### src/rtl/serlink_pkg.sv
package serlink_pkg;
  localparam int BYTE_W = 8;
  localparam logic [BYTE_W-1:0] LINKCHK_CMD = 8'h08;
  localparam logic [BYTE_W-1:0] LINKCHK_RSP = 8'h22;

  typedef struct packed {
    logic rise;
    logic fall;
    logic rst;
  } link_evt_t;
endpackage

### src/rtl/serlink_sync.sv
module serlink_sync #(
  parameter int STAGES = 2,
  parameter int WIDTH  = 2
) (
  input  logic             clk,
  input  logic             rst_n,
  input  logic [WIDTH-1:0] d,
  output logic [WIDTH-1:0] q
);
  for (genvar b = 0; b < WIDTH; b++) begin : g_bit
    logic [STAGES-1:0] chain;
    always_ff @(posedge clk or negedge rst_n) begin
      if (!rst_n) chain <= '0;
      else        chain <= {chain[STAGES-2:0], d[b]};
    end
    assign q[b] = chain[STAGES-1];
  end
endmodule

### src/rtl/serlink_monitor.sv
module serlink_monitor
  import serlink_pkg::*;
#(
  parameter int TIMEOUT_CYCLES = 100_000_000
) (
  input  logic      clk,
  input  logic      rst_n,
  input  logic      clk_s,
  input  logic      din_s,
  output link_evt_t evt
);
  localparam int CW = $clog2(TIMEOUT_CYCLES + 1);

  logic          clk_q, din_q;
  logic [CW-1:0] to_cnt;
  logic          tmo;

  always_ff @(posedge clk or negedge rst_n) begin
    if (!rst_n) begin
      clk_q  <= 1'b0;
      din_q  <= 1'b0;
      to_cnt <= '0;
    end else begin
      clk_q <= clk_s;
      din_q <= din_s;
      if (!clk_s)                           to_cnt <= '0;
      else if (to_cnt != CW'(TIMEOUT_CYCLES)) to_cnt <= to_cnt + 1'b1;
    end
  end

  assign tmo      = clk_s && (to_cnt == CW'(TIMEOUT_CYCLES - 1));
  assign evt.rise = clk_s & ~clk_q;
  assign evt.fall = ~clk_s & clk_q;
  assign evt.rst  = (clk_s & clk_q & din_s & ~din_q) | tmo;
endmodule

### src/rtl/serlink_rx.sv
module serlink_rx
  import serlink_pkg::*;
(
  input  logic              clk,
  input  logic              rst_n,
  input  logic              rise,
  input  logic              lrst,
  input  logic              gate,
  input  logic              din_s,
  output logic              done,
  output logic [BYTE_W-1:0] byte_o
);
  localparam int CNT_W = $clog2(BYTE_W);

  logic [CNT_W-1:0]  cnt;
  logic [BYTE_W-2:0] sh;

  always_ff @(posedge clk or negedge rst_n) begin
    if (!rst_n) begin
      cnt    <= '0;
      sh     <= '0;
      done   <= 1'b0;
      byte_o <= '0;
    end else if (lrst) begin
      cnt  <= '0;
      done <= 1'b0;
    end else begin
      done <= 1'b0;
      if (rise && !gate) begin
        if (cnt == CNT_W'(BYTE_W - 1)) begin
          done   <= 1'b1;
          byte_o <= {sh, din_s};
          cnt    <= '0;
        end else begin
          sh  <= {sh[BYTE_W-3:0], din_s};
          cnt <= cnt + 1'b1;
        end
      end
    end
  end
endmodule

### src/rtl/serlink_tx.sv
module serlink_tx
  import serlink_pkg::*;
(
  input  logic              clk,
  input  logic              rst_n,
  input  logic              rise,
  input  logic              fall,
  input  logic              lrst,
  input  logic              load,
  input  logic [BYTE_W-1:0] data,
  input  logic              prefix,
  output logic              busy,
  output logic              pull_low
);
  localparam int SW = BYTE_W + 1;
  localparam int LW = $clog2(SW + 1);

  logic [SW-1:0] sh;
  logic [LW-1:0] left;
  logic          armed;

  assign busy     = (left != '0);
  assign pull_low = busy & ~sh[SW-1];

  always_ff @(posedge clk or negedge rst_n) begin
    if (!rst_n) begin
      sh    <= '1;
      left  <= '0;
      armed <= 1'b0;
    end else if (lrst) begin
      sh    <= '1;
      left  <= '0;
      armed <= 1'b0;
    end else if (load && !busy) begin
      sh    <= prefix ? {1'b0, data} : {data, 1'b1};
      left  <= prefix ? LW'(SW) : LW'(BYTE_W);
      armed <= 1'b0;
    end else if (busy) begin
      if (rise) begin
        armed <= 1'b1;
      end else if (fall && armed) begin
        armed <= 1'b0;
        sh    <= {sh[SW-2:0], 1'b1};
        left  <= left - 1'b1;
      end
    end
  end
endmodule

### src/rtl/serlink_slave.sv
module serlink_slave
  import serlink_pkg::*;
#(
  parameter int TIMEOUT_CYCLES = 100_000_000,
  parameter int SYNC_STAGES    = 2,
  parameter bit LINKCHK_EN     = 1'b1
) (
  input  logic              clk,
  input  logic              rst_n,
  input  logic              link_clk,
  input  logic              link_din,
  output logic              link_pull_low,
  output logic [BYTE_W-1:0] rx_data,
  output logic              rx_valid,
  input  logic [BYTE_W-1:0] tx_data,
  input  logic              tx_prefix,
  input  logic              tx_load,
  output logic              tx_ready
);
  logic [1:0]        sync_q;
  logic              clk_s, din_s;
  link_evt_t         evt;
  logic              lk_rst;
  logic              rx_done;
  logic [BYTE_W-1:0] rx_byte;
  logic              chk_hit;
  logic              tx_busy;
  logic              ld;
  logic [BYTE_W-1:0] ld_data;
  logic              ld_prefix;

  serlink_sync #(.STAGES(SYNC_STAGES), .WIDTH(2)) u_sync (
    .clk(clk), .rst_n(rst_n), .d({link_clk, link_din}), .q(sync_q)
  );
  assign clk_s = sync_q[1];
  assign din_s = sync_q[0];

  serlink_monitor #(.TIMEOUT_CYCLES(TIMEOUT_CYCLES)) u_mon (
    .clk(clk), .rst_n(rst_n), .clk_s(clk_s), .din_s(din_s), .evt(evt)
  );
  assign lk_rst = evt.rst;

  serlink_rx u_rx (
    .clk(clk), .rst_n(rst_n), .rise(evt.rise), .lrst(lk_rst),
    .gate(tx_busy), .din_s(din_s), .done(rx_done), .byte_o(rx_byte)
  );

  if (LINKCHK_EN) begin : g_linkchk
    assign chk_hit = rx_done && (rx_byte == LINKCHK_CMD);
  end else begin : g_nolinkchk
    assign chk_hit = 1'b0;
  end

  assign tx_ready  = ~tx_busy & ~chk_hit;
  assign ld        = chk_hit | (tx_load & tx_ready);
  assign ld_data   = chk_hit ? LINKCHK_RSP : tx_data;
  assign ld_prefix = chk_hit ? 1'b0 : tx_prefix;

  serlink_tx u_tx (
    .clk(clk), .rst_n(rst_n), .rise(evt.rise), .fall(evt.fall),
    .lrst(lk_rst), .load(ld), .data(ld_data), .prefix(ld_prefix),
    .busy(tx_busy), .pull_low(link_pull_low)
  );

  assign rx_valid = rx_done & ~chk_hit;
  assign rx_data  = rx_byte;
endmodule

### config.mk
export PLATFORM = sky130hd
export DESIGN_NAME = serlink_slave
export DESIGN_NICKNAME = d
export VERILOG_FILES = /design/src/rtl/serlink_pkg.sv /design/src/rtl/serlink_sync.sv /design/src/rtl/serlink_monitor.sv /design/src/rtl/serlink_rx.sv /design/src/rtl/serlink_tx.sv /design/src/rtl/serlink_slave.sv
export SDC_FILE = /design/constraint.sdc
export NUM_CORES = 1
export LEC_CHECK = 0
export ABC_CLOCK_PERIOD_IN_PS = 5600
export BUFFER_PORTS_ARGS = -buffer_cell sky130_fd_sc_hd__buf_2
export CORE_ASPECT_RATIO = 1.4
export CORE_MARGIN = 3
export CORE_UTILIZATION = 30
export DETAILED_ROUTE_END_ITERATION = 10
export PLACE_DENSITY = 0.48
export SETUP_SLACK_MARGIN = 0.3
export SKIP_CTS_REPAIR_TIMING = 1
export SYNTH_ARGS = -nofsm -noshare
export SYNTH_HDL_FRONTEND = slang
export SYNTH_SLANG_ARGS = --single-unit
### constraint.sdc
create_clock -name clk -period 5.6 [get_ports clk]
set_clock_uncertainty 0.1 [all_clocks]
set_input_delay 1.12 -clock clk [delete_from_list [all_inputs] [get_ports clk]]
set_output_delay 1.12 -clock clk [all_outputs]
set_load 0.01 [all_outputs]
==> impl_metrics.env <==
export IMPL_status="finished, final reports clean"
export IMPL_drt_total_wl_mm=8.16
export IMPL_insertion_delay_ps=330
export IMPL_grt_pass1_wl_mm=14.1
export IMPL_vias=2715
export IMPL_nNetsFinal=371
export IMPL_gr_total_overflow=0
export IMPL_synth_adder_area_share_pct=2.18
export IMPL_power_per_cell_area_mw_per_mm2=365
export IMPL_power_mw=1.45
export IMPL_start_util_pct=31.2
export IMPL_drtIter0Drc=123
export IMPL_dieArea_sq_mm=0.0128
export IMPL_wl_per_cell_um=16.4
export IMPL_drv_cap=0
export IMPL_p_switching_uw=408
export IMPL_vdd_drop_max_v=0.000175
export IMPL_remaining_drc_errors=0
export IMPL_rows=45
export IMPL_cts_root_buf="clkbuf_16"
export IMPL_rsz0062_at_grt="no"
export IMPL_final_antenna_net_count=0
export IMPL_fin_crit_sh_pct=58.6
export IMPL_numCtsBuffers=9
export IMPL_cts_tree="yes"
export IMPL_r2r_cells=6
export IMPL_synthMuxAreaShare_pct=7.30
export IMPL_p_seq_share_pct=43.0
export IMPL_synthSimpleGateAreaFrac_pct=20.9
export IMPL_required_ps=4380
export IMPL_final_max_slew_viol_count=0
export IMPL_cp_end_kind="primary output"
export IMPL_synth_cell_type_count=58
export IMPL_ys_flop_type="dfrtp_1"
export IMPL_cts_max_level=3
export IMPL_grt_total_usage_pct=14.2
export IMPL_instances_no_fill=497
export IMPL_ys_seq_area_share_pct=48.3
export IMPL_min_period_ps=3280
export IMPL_cp_start_kind="register"
export IMPL_critPathMaxFanout=15
export IMPL_via_per_inst=5.46
export IMPL_intPower_mw=1.05
export IMPL_hold_depth=0
export IMPL_cts_sinks=66
export IMPL_first_pass_iters=4
export IMPL_fin_hold_ws_ps=254
export IMPL_slew_headroom_pct=28.4
export IMPL_boundaryPins=25
export IMPL_synth_compound_area_share_pct=14.9
export IMPL_grt_max_degree=67
export IMPL_clkTransAtPathRegs_ps=60
export IMPL_place_port_buffers=24
export IMPL_synth_seq_cells=66
export IMPL_hold_path_class="reg -> reg"
export IMPL_critPathKind="reg -> out"
export IMPL_dp_cells=481
export IMPL_p_leak_nw=1.71
export IMPL_dp_slack_ps=2670
export IMPL_synth_edf_count=0
export IMPL_fin_ws_ps=2320
export IMPL_synth_net_count=353
export IMPL_cp_data_arrival_time_ps=2060
export IMPL_routabilityCongestion=0.818
export IMPL_synth_top_family_by_area="simple AND/OR/NAND/NOR gates"
export IMPL_ys_warn_count=0
export IMPL_synth_xor_area_share_pct=3.30
export IMPL_tightestPinTransition_ps=1070
export IMPL_async_flop_share_pct=100
export IMPL_finalHoldViolCount=0
export IMPL_syn_inst=333
export IMPL_drive_above_1_share_pct=21.6
export IMPL_swShare_pct=28.1
export IMPL_tns_ps=0
export IMPL_placeableCoreArea_sq_mm=0.0110
export IMPL_cts_buffer_depth=2
export IMPL_die_w_um=96.6
export IMPL_antenna_found_initial=0
export IMPL_final_common_cell="dfrtp_1"
export IMPL_die_h_um=133
export IMPL_area_delta_synth_final_pct=15.7
export IMPL_dp_hpwl_mm=5.59
export IMPL_antenna_diode_count=0
export IMPL_grt_pass1_vias=2775
export IMPL_comb_power_share_pct=17.7
export IMPL_final_cell_mix="dfrtp_1, buf_2, a21oi_1, mux2_2, nand2_1"
export IMPL_netlist_area_sq_mm=0.00345
export IMPL_pwr_share_clk_pct=39.2
export IMPL_max_freq_mhz=305
export IMPL_setup_viol=0
export IMPL_syn_mean_instance_area_sq_um=10.3
[layer usage]
layer | track usage [%] | part of all wire (%)
met5 | 0 | 0
met4 | 5.69 | 2.3
met3 | 3.13 | 3.3
met2 | 22.7 | 51
met1 | 18.3 | 43
[state kept, by name, indices dropped and copies added, names as in the netlist]
signal / flops
u_rx.cnt: 3
u_mon.clk_q: 1
u_rx.done: 1
u_tx.armed: 1
u_mon.to_cnt: 27
u_sync.g_bit.chain: 4
u_rx.sh: 7
u_tx.sh: 9
u_mon.din_q: 1
u_rx.byte_o: 8
u_tx.left: 4
[cell families after synthesis]
logic type / count (synthesis)
AO/OA/AOI/OAI: 78
multiplexers: 23
adder cells (fa/ha/maj): 6
XOR/XNOR: 13
buffers and inverters: 28
AND/OR/NAND/NOR: 119
flip-flops: 66
[worst paths after layout]
path,startpoint,slack (ps),end
worst max-delay path,u_tx.left[0],2320,tx_ready
worst min-delay path,u_sync.g_bit[1].chain[0],250,u_sync.g_bit[1].chain[1]
worst max register to register,u_tx.left[0],2960,u_rx.sh[3]
worst min register to register,u_sync.g_bit[1].chain[0],250,u_sync.g_bit[1].chain[1]
max in group asynchronous,rst_n,3970,u_mon.to_cnt[3]
min in group asynchronous,rst_n,860,u_mon.to_cnt[24]
[per-stage QoR]
step | cell area (sq um) | util [%]
after detailed placement | 3680 | 33.4
after CTS | 3990 | 36.1
after global routing | 3990 | 36.1
final | 3990 | 36.1
after floorplan | 3450 | -
after global placement | 3680 | 33.4
[cells in the mapped netlist (5+ instances only)]
| master | n | area share [%] |
|---|---|---|
| or3_1 | 8 | 1.5 |
| xor2_1 | 8 | 2.0 |
| nand4_1 | 10 | 1.8 |
| mux2_2 | 17 | 5.6 |
| nor2_1 | 15 | 1.6 |
| dfrtp_1 | 57 | 41 |
| mux2i_1 | 6 | 1.7 |
| and3_1 | 7 | 1.3 |
| o21ai_0 | 12 | 1.7 |
| nor3_1 | 7 | 1.0 |
| and4_1 | 5 | 1.3 |
| nand3_1 | 13 | 1.9 |
| a21oi_1 | 23 | 3.3 |
| or4_1 | 10 | 2.2 |
| xnor2_1 | 5 | 1.3 |
| nor4_1 | 5 | 0.91 |
| ha_1 | 6 | 2.2 |
| inv_1 | 9 | 0.98 |
| a31oi_1 | 5 | 0.91 |
| o31ai_1 | 7 | 1.5 |
| dfstp_2 | 9 | 6.9 |
| clkbuf_1 | 16 | 1.7 |
| nand2_1 | 17 | 1.9 |
[final cells by class]
type	count	area (sq um)
Clock buffer	10	239
Timing Repair Buffer	26	135
Clock inverter	6	65.1
Inverter	9	33.8
Fill cell	1150	7050
Multi-Input combinational cell	239	1670
Sequential cell	66	1660
Tap cell	141	176
[power groups by stage]
| stage | logic [mW] | clock network, mW | registers (mW) |
|---|---|---|---|
| 6_report | 0.258 | 0.571 | 0.626 |
| 2_1_floorplan | 0.199 | 0 | 0.611 |
| 5_1_grt | 0.292 | 0.610 | 0.633 |
| 3_3_place_gp | 0.257 | 0 | 0.633 |
| 4_1_cts | 0.261 | 0.587 | 0.625 |
| 3_5_place_dp | 0.263 | 0 | 0.631 |
[critical path, stage by stage (launching register included)]
cell and delay, ps:
dfrtp_1 400, inv_1 90, ha_1 170, or3b_2 620, a31oi_1 270, buf_2 180
No activity file was read; power rests on OpenSTA's default activity.
